`config.mk`:
```
export PLATFORM = sky130hd
export DESIGN_NAME = afe_cfg_bank
export DESIGN_NICKNAME = d
export VERILOG_FILES = /design/src/rtl/afe_cfg_pkg.sv /design/src/rtl/afe_cfg_rstsync.sv /design/src/rtl/afe_cfg_wdec.sv /design/src/rtl/afe_cfg_sticky.sv /design/src/rtl/afe_cfg_rdmux.sv /design/src/rtl/afe_cfg_bank.sv
export SDC_FILE = /design/constraint.sdc
export NUM_CORES = 1
export LEC_CHECK = 0
export BUFFER_PORTS_ARGS = -buffer_cell sky130_fd_sc_hd__buf_2
export CAP_MARGIN = 20
export CORE_MARGIN = 2
export CORE_UTILIZATION = 45
export CTS_BUF_LIST = sky130_fd_sc_hd__clkbuf_8
export CTS_CLUSTER_DIAMETER = 60
export CTS_CLUSTER_SIZE = 10
export DETAILED_ROUTE_END_ITERATION = 10
export PLACE_DENSITY = 0.69
export SETUP_SLACK_MARGIN = 0.3
export SLEW_MARGIN = 20
export SYNTH_ARGS = -nofsm -noshare
export SYNTH_HDL_FRONTEND = slang
export SYNTH_SLANG_ARGS = --single-unit
```
`constraint.sdc`:
```
create_clock -name clk -period 5.25 [get_ports clk]
set_input_delay 0.2625 -clock clk [delete_from_list [all_inputs] [get_ports clk]]
set_output_delay 0.2625 -clock clk [all_outputs]
set_load 0.03 [all_outputs]
```
`src/rtl/afe_cfg_pkg.sv`:
```
package afe_cfg_pkg;
  localparam int ADDR_W = 4;
  localparam int DATA_W = 8;
  localparam int CODE_W = 6;
  localparam int NUM_CH = 4;
  localparam int MON_W  = 3;
  localparam int NFLAG  = 2;

  localparam logic [ADDR_W-1:0] A_GAIN0    = 4'h0;
  localparam logic [ADDR_W-1:0] A_OFS0     = 4'h4;
  localparam logic [ADDR_W-1:0] A_MON      = 4'h8;
  localparam logic [ADDR_W-1:0] A_LASER    = 4'h9;
  localparam logic [ADDR_W-1:0] A_PLL      = 4'hA;
  localparam logic [ADDR_W-1:0] A_STAT     = 4'hB;
  localparam logic [ADDR_W-1:0] A_TEST     = 4'hC;
  localparam logic [ADDR_W-1:0] A_SPARE    = 4'hD;
  localparam logic [ADDR_W-1:0] A_GAIN_ALL = 4'hE;
  localparam logic [ADDR_W-1:0] A_OFS_ALL  = 4'hF;

  localparam logic [DATA_W-1:0] GAIN_MAX = 8'd47;
  localparam logic [DATA_W-1:0] MON_MAX  = 8'd4;
endpackage

```
`src/rtl/afe_cfg_rstsync.sv`:
```
module afe_cfg_rstsync #(
  parameter int STAGES = 2
) (
  input  logic clk,
  input  logic rst_n_a,
  output logic rst_n_s
);
  logic [STAGES-1:0] sync_q;
  logic [STAGES-1:0] sync_d;

  always_comb begin
    sync_d = {sync_q[STAGES-2:0], 1'b1};
  end

  always_ff @(posedge clk or negedge rst_n_a) begin
    if (!rst_n_a) sync_q <= '0;
    else          sync_q <= sync_d;
  end

  assign rst_n_s = sync_q[STAGES-1];
endmodule

```
`src/rtl/afe_cfg_wdec.sv`:
```
module afe_cfg_wdec
  import afe_cfg_pkg::*;
(
  input  logic              wr_en,
  input  logic [ADDR_W-1:0] addr,
  output logic [NUM_CH-1:0] gain_we,
  output logic [NUM_CH-1:0] ofs_we,
  output logic              mon_we,
  output logic              laser_we,
  output logic              pll_we,
  output logic              test_we
);
  for (genvar ch = 0; ch < NUM_CH; ch++) begin : g_ch
    assign gain_we[ch] = wr_en && ((addr == A_GAIN0 + ADDR_W'(ch)) || (addr == A_GAIN_ALL));
    assign ofs_we[ch]  = wr_en && ((addr == A_OFS0 + ADDR_W'(ch))  || (addr == A_OFS_ALL));
  end

  // Status and spare slots have no enable: writes there fall away.
  assign mon_we   = wr_en && (addr == A_MON);
  assign laser_we = wr_en && (addr == A_LASER);
  assign pll_we   = wr_en && (addr == A_PLL);
  assign test_we  = wr_en && (addr == A_TEST);
endmodule

```
`src/rtl/afe_cfg_sticky.sv`:
```
module afe_cfg_sticky #(
  parameter int NF = 2
) (
  input  logic          clk,
  input  logic          rst_n,
  input  logic [NF-1:0] evt,
  input  logic          clr,
  output logic [NF-1:0] flags
);
  logic [NF-1:0] flag_q;
  logic [NF-1:0] flag_d;

  for (genvar i = 0; i < NF; i++) begin : g_flag
    // A new event wins over a clear in the same cycle.
    assign flag_d[i] = evt[i] | (flag_q[i] & ~clr);
  end

  always_ff @(posedge clk or negedge rst_n) begin
    if (!rst_n) flag_q <= '0;
    else        flag_q <= flag_d;
  end

  assign flags = flag_q;
endmodule

```
`src/rtl/afe_cfg_rdmux.sv`:
```
module afe_cfg_rdmux
  import afe_cfg_pkg::*;
(
  input  logic                     clk,
  input  logic                     rst_n,
  input  logic                     rd_en,
  input  logic [ADDR_W-1:0]        addr,
  input  logic [NUM_CH*CODE_W-1:0] gain_codes,
  input  logic [NUM_CH*CODE_W-1:0] ofs_codes,
  input  logic [MON_W-1:0]         mon_sel,
  input  logic [CODE_W-1:0]        laser_code,
  input  logic [DATA_W-1:0]        pll_cfg,
  input  logic [DATA_W-1:0]        test_cfg,
  input  logic [NFLAG-1:0]         status,
  output logic [DATA_W-1:0]        rdata
);
  logic [DATA_W-1:0] rd_val;
  logic [DATA_W-1:0] rdata_d;
  logic [DATA_W-1:0] rdata_q;

  always_comb begin
    rd_val = '0;
    for (int ch = 0; ch < NUM_CH; ch++) begin
      if (addr == A_GAIN0 + ADDR_W'(ch)) rd_val = DATA_W'(gain_codes[ch*CODE_W +: CODE_W]);
      if (addr == A_OFS0 + ADDR_W'(ch))  rd_val = DATA_W'(ofs_codes[ch*CODE_W +: CODE_W]);
    end
    case (addr)
      A_MON:   rd_val = DATA_W'(mon_sel);
      A_LASER: rd_val = DATA_W'(laser_code);
      A_PLL:   rd_val = pll_cfg;
      A_STAT:  rd_val = DATA_W'(status);
      A_TEST:  rd_val = test_cfg;
      default: ;
    endcase
  end

  always_comb begin
    rdata_d = rd_en ? rd_val : rdata_q;
  end

  always_ff @(posedge clk or negedge rst_n) begin
    if (!rst_n) rdata_q <= '0;
    else        rdata_q <= rdata_d;
  end

  assign rdata = rdata_q;
endmodule

```
`src/rtl/afe_cfg_bank.sv`:
```
module afe_cfg_bank
  import afe_cfg_pkg::*;
(
  input  logic                     clk,
  input  logic                     rst_n,
  input  logic [ADDR_W-1:0]        bus_addr,
  input  logic [DATA_W-1:0]        bus_wdata,
  input  logic                     bus_wr,
  input  logic                     bus_rd,
  output logic [DATA_W-1:0]        bus_rdata,
  input  logic                     hf_ovf_evt,
  input  logic                     hf_udf_evt,
  output logic [NUM_CH*CODE_W-1:0] gain_codes,
  output logic [NUM_CH*CODE_W-1:0] ofs_codes,
  output logic [MON_W-1:0]         mon_sel,
  output logic [CODE_W-1:0]        laser_code,
  output logic [DATA_W-1:0]        pll_cfg,
  output logic [DATA_W-1:0]        test_cfg
);
  logic              rst_n_s;
  logic [NUM_CH-1:0] gain_we;
  logic [NUM_CH-1:0] ofs_we;
  logic              mon_we, laser_we, pll_we, test_we;
  logic [CODE_W-1:0] gain_wval;
  logic              mon_ok;
  logic              stat_clr;
  logic [NFLAG-1:0]  stat_flags;

  afe_cfg_rstsync #(.STAGES(2)) u_rst (
    .clk     (clk),
    .rst_n_a (rst_n),
    .rst_n_s (rst_n_s)
  );

  afe_cfg_wdec u_wdec (
    .wr_en    (bus_wr),
    .addr     (bus_addr),
    .gain_we  (gain_we),
    .ofs_we   (ofs_we),
    .mon_we   (mon_we),
    .laser_we (laser_we),
    .pll_we   (pll_we),
    .test_we  (test_we)
  );

  // Clamp at write time so the stored code is always legal.
  assign gain_wval = (bus_wdata > GAIN_MAX) ? GAIN_MAX[CODE_W-1:0] : bus_wdata[CODE_W-1:0];
  assign mon_ok    = (bus_wdata <= MON_MAX);

  for (genvar ch = 0; ch < NUM_CH; ch++) begin : g_chan
    logic [CODE_W-1:0] gain_q, gain_d;
    logic [CODE_W-1:0] ofs_q, ofs_d;

    always_comb begin
      gain_d = gain_we[ch] ? gain_wval : gain_q;
      ofs_d  = ofs_we[ch] ? bus_wdata[CODE_W-1:0] : ofs_q;
    end

    always_ff @(posedge clk or negedge rst_n_s) begin
      if (!rst_n_s) begin
        gain_q <= '0;
        ofs_q  <= '0;
      end else begin
        gain_q <= gain_d;
        ofs_q  <= ofs_d;
      end
    end

    assign gain_codes[ch*CODE_W +: CODE_W] = gain_q;
    assign ofs_codes[ch*CODE_W +: CODE_W]  = ofs_q;
  end

  logic [MON_W-1:0]  mon_q, mon_d;
  logic [CODE_W-1:0] laser_q, laser_d;
  logic [DATA_W-1:0] pll_q, pll_d;
  logic [DATA_W-1:0] test_q, test_d;

  always_comb begin
    mon_d   = (mon_we && mon_ok) ? bus_wdata[MON_W-1:0] : mon_q;
    laser_d = laser_we ? bus_wdata[CODE_W-1:0] : laser_q;
    pll_d   = pll_we ? bus_wdata : pll_q;
    test_d  = test_we ? bus_wdata : test_q;
  end

  always_ff @(posedge clk or negedge rst_n_s) begin
    if (!rst_n_s) begin
      mon_q   <= '0;
      laser_q <= '0;
      pll_q   <= '0;
      test_q  <= '0;
    end else begin
      mon_q   <= mon_d;
      laser_q <= laser_d;
      pll_q   <= pll_d;
      test_q  <= test_d;
    end
  end

  assign mon_sel    = mon_q;
  assign laser_code = laser_q;
  assign pll_cfg    = pll_q;
  assign test_cfg   = test_q;

  assign stat_clr = bus_rd && (bus_addr == A_STAT);

  afe_cfg_sticky #(.NF(NFLAG)) u_sticky (
    .clk   (clk),
    .rst_n (rst_n_s),
    .evt   ({hf_udf_evt, hf_ovf_evt}),
    .clr   (stat_clr),
    .flags (stat_flags)
  );

  afe_cfg_rdmux u_rdmux (
    .clk        (clk),
    .rst_n      (rst_n_s),
    .rd_en      (bus_rd),
    .addr       (bus_addr),
    .gain_codes (gain_codes),
    .ofs_codes  (ofs_codes),
    .mon_sel    (mon_q),
    .laser_code (laser_q),
    .pll_cfg    (pll_q),
    .test_cfg   (test_q),
    .status     (stat_flags),
    .rdata      (bus_rdata)
  );
endmodule

```
==> results by group <==
Synth
  – Leading area contributor after synthesis: dfrtp_1
  – Post-synth EDFFs: 0
  – Post-synthesis sequential area ratio: 0.511
  – Syn_nets: 395
  – Yosys warnings: 0
  – Synth top area share: 0.511
  – Average cell area after synthesis: 11.0 sq um
  – Cells after Synth: 377
  – Synth Flop Type: dfrtp_1
  – Register bit total from synthesis: 85
  – Synth async-reset ratio: 1.00
  – Count of cell types in the netlist: 56
  – Top cells by area, synth: dfrtp_1 (51%), mux2_2 (14%), o21ai_0 (3.1%), a21oi_1 (3.0%), nand2_1 (2.5%)
  – Post-synthesis cell area: 0.00417 sq mm

STA
  – Hold Violations, Final: 0
  – Fin crit period: 2.01 ns
  – Worst slew pin tran: 0.955 ns
  – Max Slew Vio Count: 0
  – Hold slack: 0.0916 ns
  – Relative slew slack: 0.363
  – Max Freq: 499 MHz
  – Setup Viol. Count Final: 0
  – Final WS setup: 3.24 ns
  – Setup tns final: 0 ns
  – Setup Skew: 0.00964 ns
  – Tcrit/Tclk final: 0.382
  – Unrepaired setup endpoints after global routing: no

Setup path
  – Critical path fanouts, max: 32
  – Worst r2r path cells: 4
  – Levels on crit path: 6
  – Crit path from: bus_addr[0]
  – Cell family with most CP delay: compound AO/OA/AOI/OAI gates
  – Worst setup SP type: primary input
  – Setup CP Type: in -> reg
  – Crit Reg-Reg Startpoint: g_chan[0].gain_q[2]
  – Crit path arrival time: 2.28 ns
  – CP bufs+invs: 1
  – Worst-path cell chain: buf_2, nor2b_1, a22oi_1, o221ai_1, o2111ai_1, o2111ai_1
  – Slowest cell on crit path: nor2b_1
  – CP required: 5.52 ns
  – Critical Path Sink Type: flip-flop
  – Peak per-stage delay on the critical path: 0.70 ns
  – CP dominant cell by count: o2111ai_1

Placement
  – Final Wtd Congestion: 0.844
  – Buffers on Ports: 98
  – Placed cell area: 0.00465 sq mm
  – Setup WS pre-CTS: 2.96 ns
  – Hpwl dp: 8.26 mm
  – Placed insts: 559

Die
  – FP Rows: 35
  – Die height: 100 um
  – I/O pin total: 99
  – Initial Util: 0.457
  – Die area: 0.0100 sq mm
  – Die X: 100 um
  – CORE AREA: 0.00911 sq mm

CTS
  – CTS-repair resized insts: 0
  – CTS clock-pin slew for the worst setup and hold paths: 0.08 ns
  – Htree depth: 3
  – Root buf cell: clkbuf_8
  – TritonCTS Sinks: 85
  – Clock Latency Late Sink: 0.35 ns
  – CTS Buf Count: 9
  – CTS tree: done
  – CTS max path bufs: 2

Power
  – Leakage power: 2.20 nW
  – Worst vdd ir: 0.000162 V
  – Pwr/cell area: 417 mW/mm^2

Route
  – Post-route antenna net violation count: 0
  – First-pass iteration count of the detailed router: 5
  – Vias/cell: 5.83
  – WL final: 11.6 mm
  – Routed length per placed instance: 20.2 um
  – Routed vias: 3365
  – Initial drt markers: 280
  – DRC Markers: 0

Cells and area
  – ANT cells: 0
  – Final #Nets: 479
  – Final instance area: 0.00489 sq mm
  – Area Overhead vs Synth: 17.4%
  – Share of cells above drive strength 1: 0.395
  – Final cell count without fillers: 577

Status
  – Status: finished clean

Worst hold path
  – Worst Hold Class: in -> reg
  – HP Start: hf_udf_evt
  – WHS Path Cells: 2

Global route
  – GRT Total Usage: 0.234
  – Global-route wire length before repair: 17.9 mm
  – Initial antenna violation count: 0
  – Number of global-route vias before repair: 3261
  – Total grt overflow: 0
  – Largest net degree at the start of global routing: 84

Run
  – Max-cap violations: 0
[cells in the final DEF (no fill, tap or decap), types with 2 or more instances in the layout]
master     Yosys  final
a21o_1         2      2
a21oi_1       25     25
a221o_1        2      2
a22oi_1       13     13
and2b_1        3      3
buf_2          9     98
bufinv_16      0      2
clkbuf_8       0      9
dfrtp_1       85     84
inv_1          8     11
mux2_2        52     52
mux2i_1        2      2
nand2_1       28     28
nand2b_1       6      6
nand3_1       10     10
nand3b_1       2      2
nand4_1        3      3
nor2_1        20     20
nor2_2         4      4
nor2b_1        8      8
nor3_4         2      2
o2111ai_1      3      3
o211ai_1       2      2
o21ai_0       26     26
o21ai_1        3      3
o221ai_1       5      5
o22ai_1       10     10
[area by class of cell]
class                   instances  area, sq um
fillers                       839         4220
flip-flops and latches         85         2130
multi-input cells             257         1860
repair buffers                100          520
well taps                     111          139
clock buffers                   9          124
clock inverters                 7         83.8
inverters                       8         30.0
[what timing repair did]
item,CTS,global route
buffers inserted,0,0
hold buffers,1,0
hold endpoints to repair,2,0
setup endpoints to repair,0,0
[stage by stage]
stage | util | total power, W
finish | 0.537 | 0.00204
global route | 0.537 | 0.00214
CTS | 0.534 | 0.00204
detailed placement | 0.511 | 0.00156
global placement | 0.511 | 0.00155
floorplan | - | 0.00134
[where the power goes]
part           total, W  switching, W  internal, W
Sequential     0.000901      0.000121     0.000780
Combinational  0.000647      0.000432     0.000216
Clock          0.000493      0.000231     0.000262
[cell usage after synthesis (2+ instances only)]
library cell	n
a21o_1	2
a21oi_1	25
a221o_1	2
a22oi_1	13
and2b_1	3
buf_1	2
buf_2	9
buf_4	7
clkbuf_1	7
dfrtp_1	85
inv_1	8
mux2_2	52
mux2i_1	2
nand2_1	28
nand2b_1	6
nand3_1	10
nand3b_1	2
nand4_1	3
nor2_1	20
nor2_2	4
nor2b_1	8
nor3_4	2
o2111ai_1	3
o211ai_1	2
o21ai_0	26
o21ai_1	3
o221ai_1	5
o22ai_1	10
[cells by family (layout without fill, tap and decap cells)]
| group | after synthesis | after routing | synth area share |
|---|---|---|---|
| buf+inv | 35 | 124 | 0.0427 |
| simple gates | 99 | 99 | 0.136 |
| other cells | 1 | 1 | 0.000900 |
| flops | 85 | 85 | 0.511 |
| compound gates | 101 | 101 | 0.155 |
| mux | 56 | 56 | 0.154 |
[metal layers]
layer  part of all wire  vias up  track usage
met4              0.013        0       0.0832
li1                   -     1537            -
met1               0.45     1693        0.340
met3              0.055       19       0.0376
met5                  0        -            0
met2               0.48      116        0.357
[registers in the layout, summed over array words and instances (netlist names)]
signal / cells
mon_sel: 3
test_cfg: 8
laser_code: 6
pll_cfg: 8
u_rdmux.rdata: 8
g_chan.ofs_q: 24
g_chan.gain_q: 24
u_rst.sync_q: 2
u_sticky.flags: 2
[final timing paths]
check / end / slack [ns]
max: u_rdmux.rdata[0] / 3.24
min: u_sticky.flags[1] / 0.09
max reg2reg: u_rdmux.rdata[2] / 3.74
min reg2reg: mon_sel[0] / 0.33
max in group asynchronous: g_chan[2].ofs_q[1] / 4.30
min in group asynchronous: u_rst.sync_q[1] / 0.21
No activity file was read; power rests on OpenSTA's default activity.
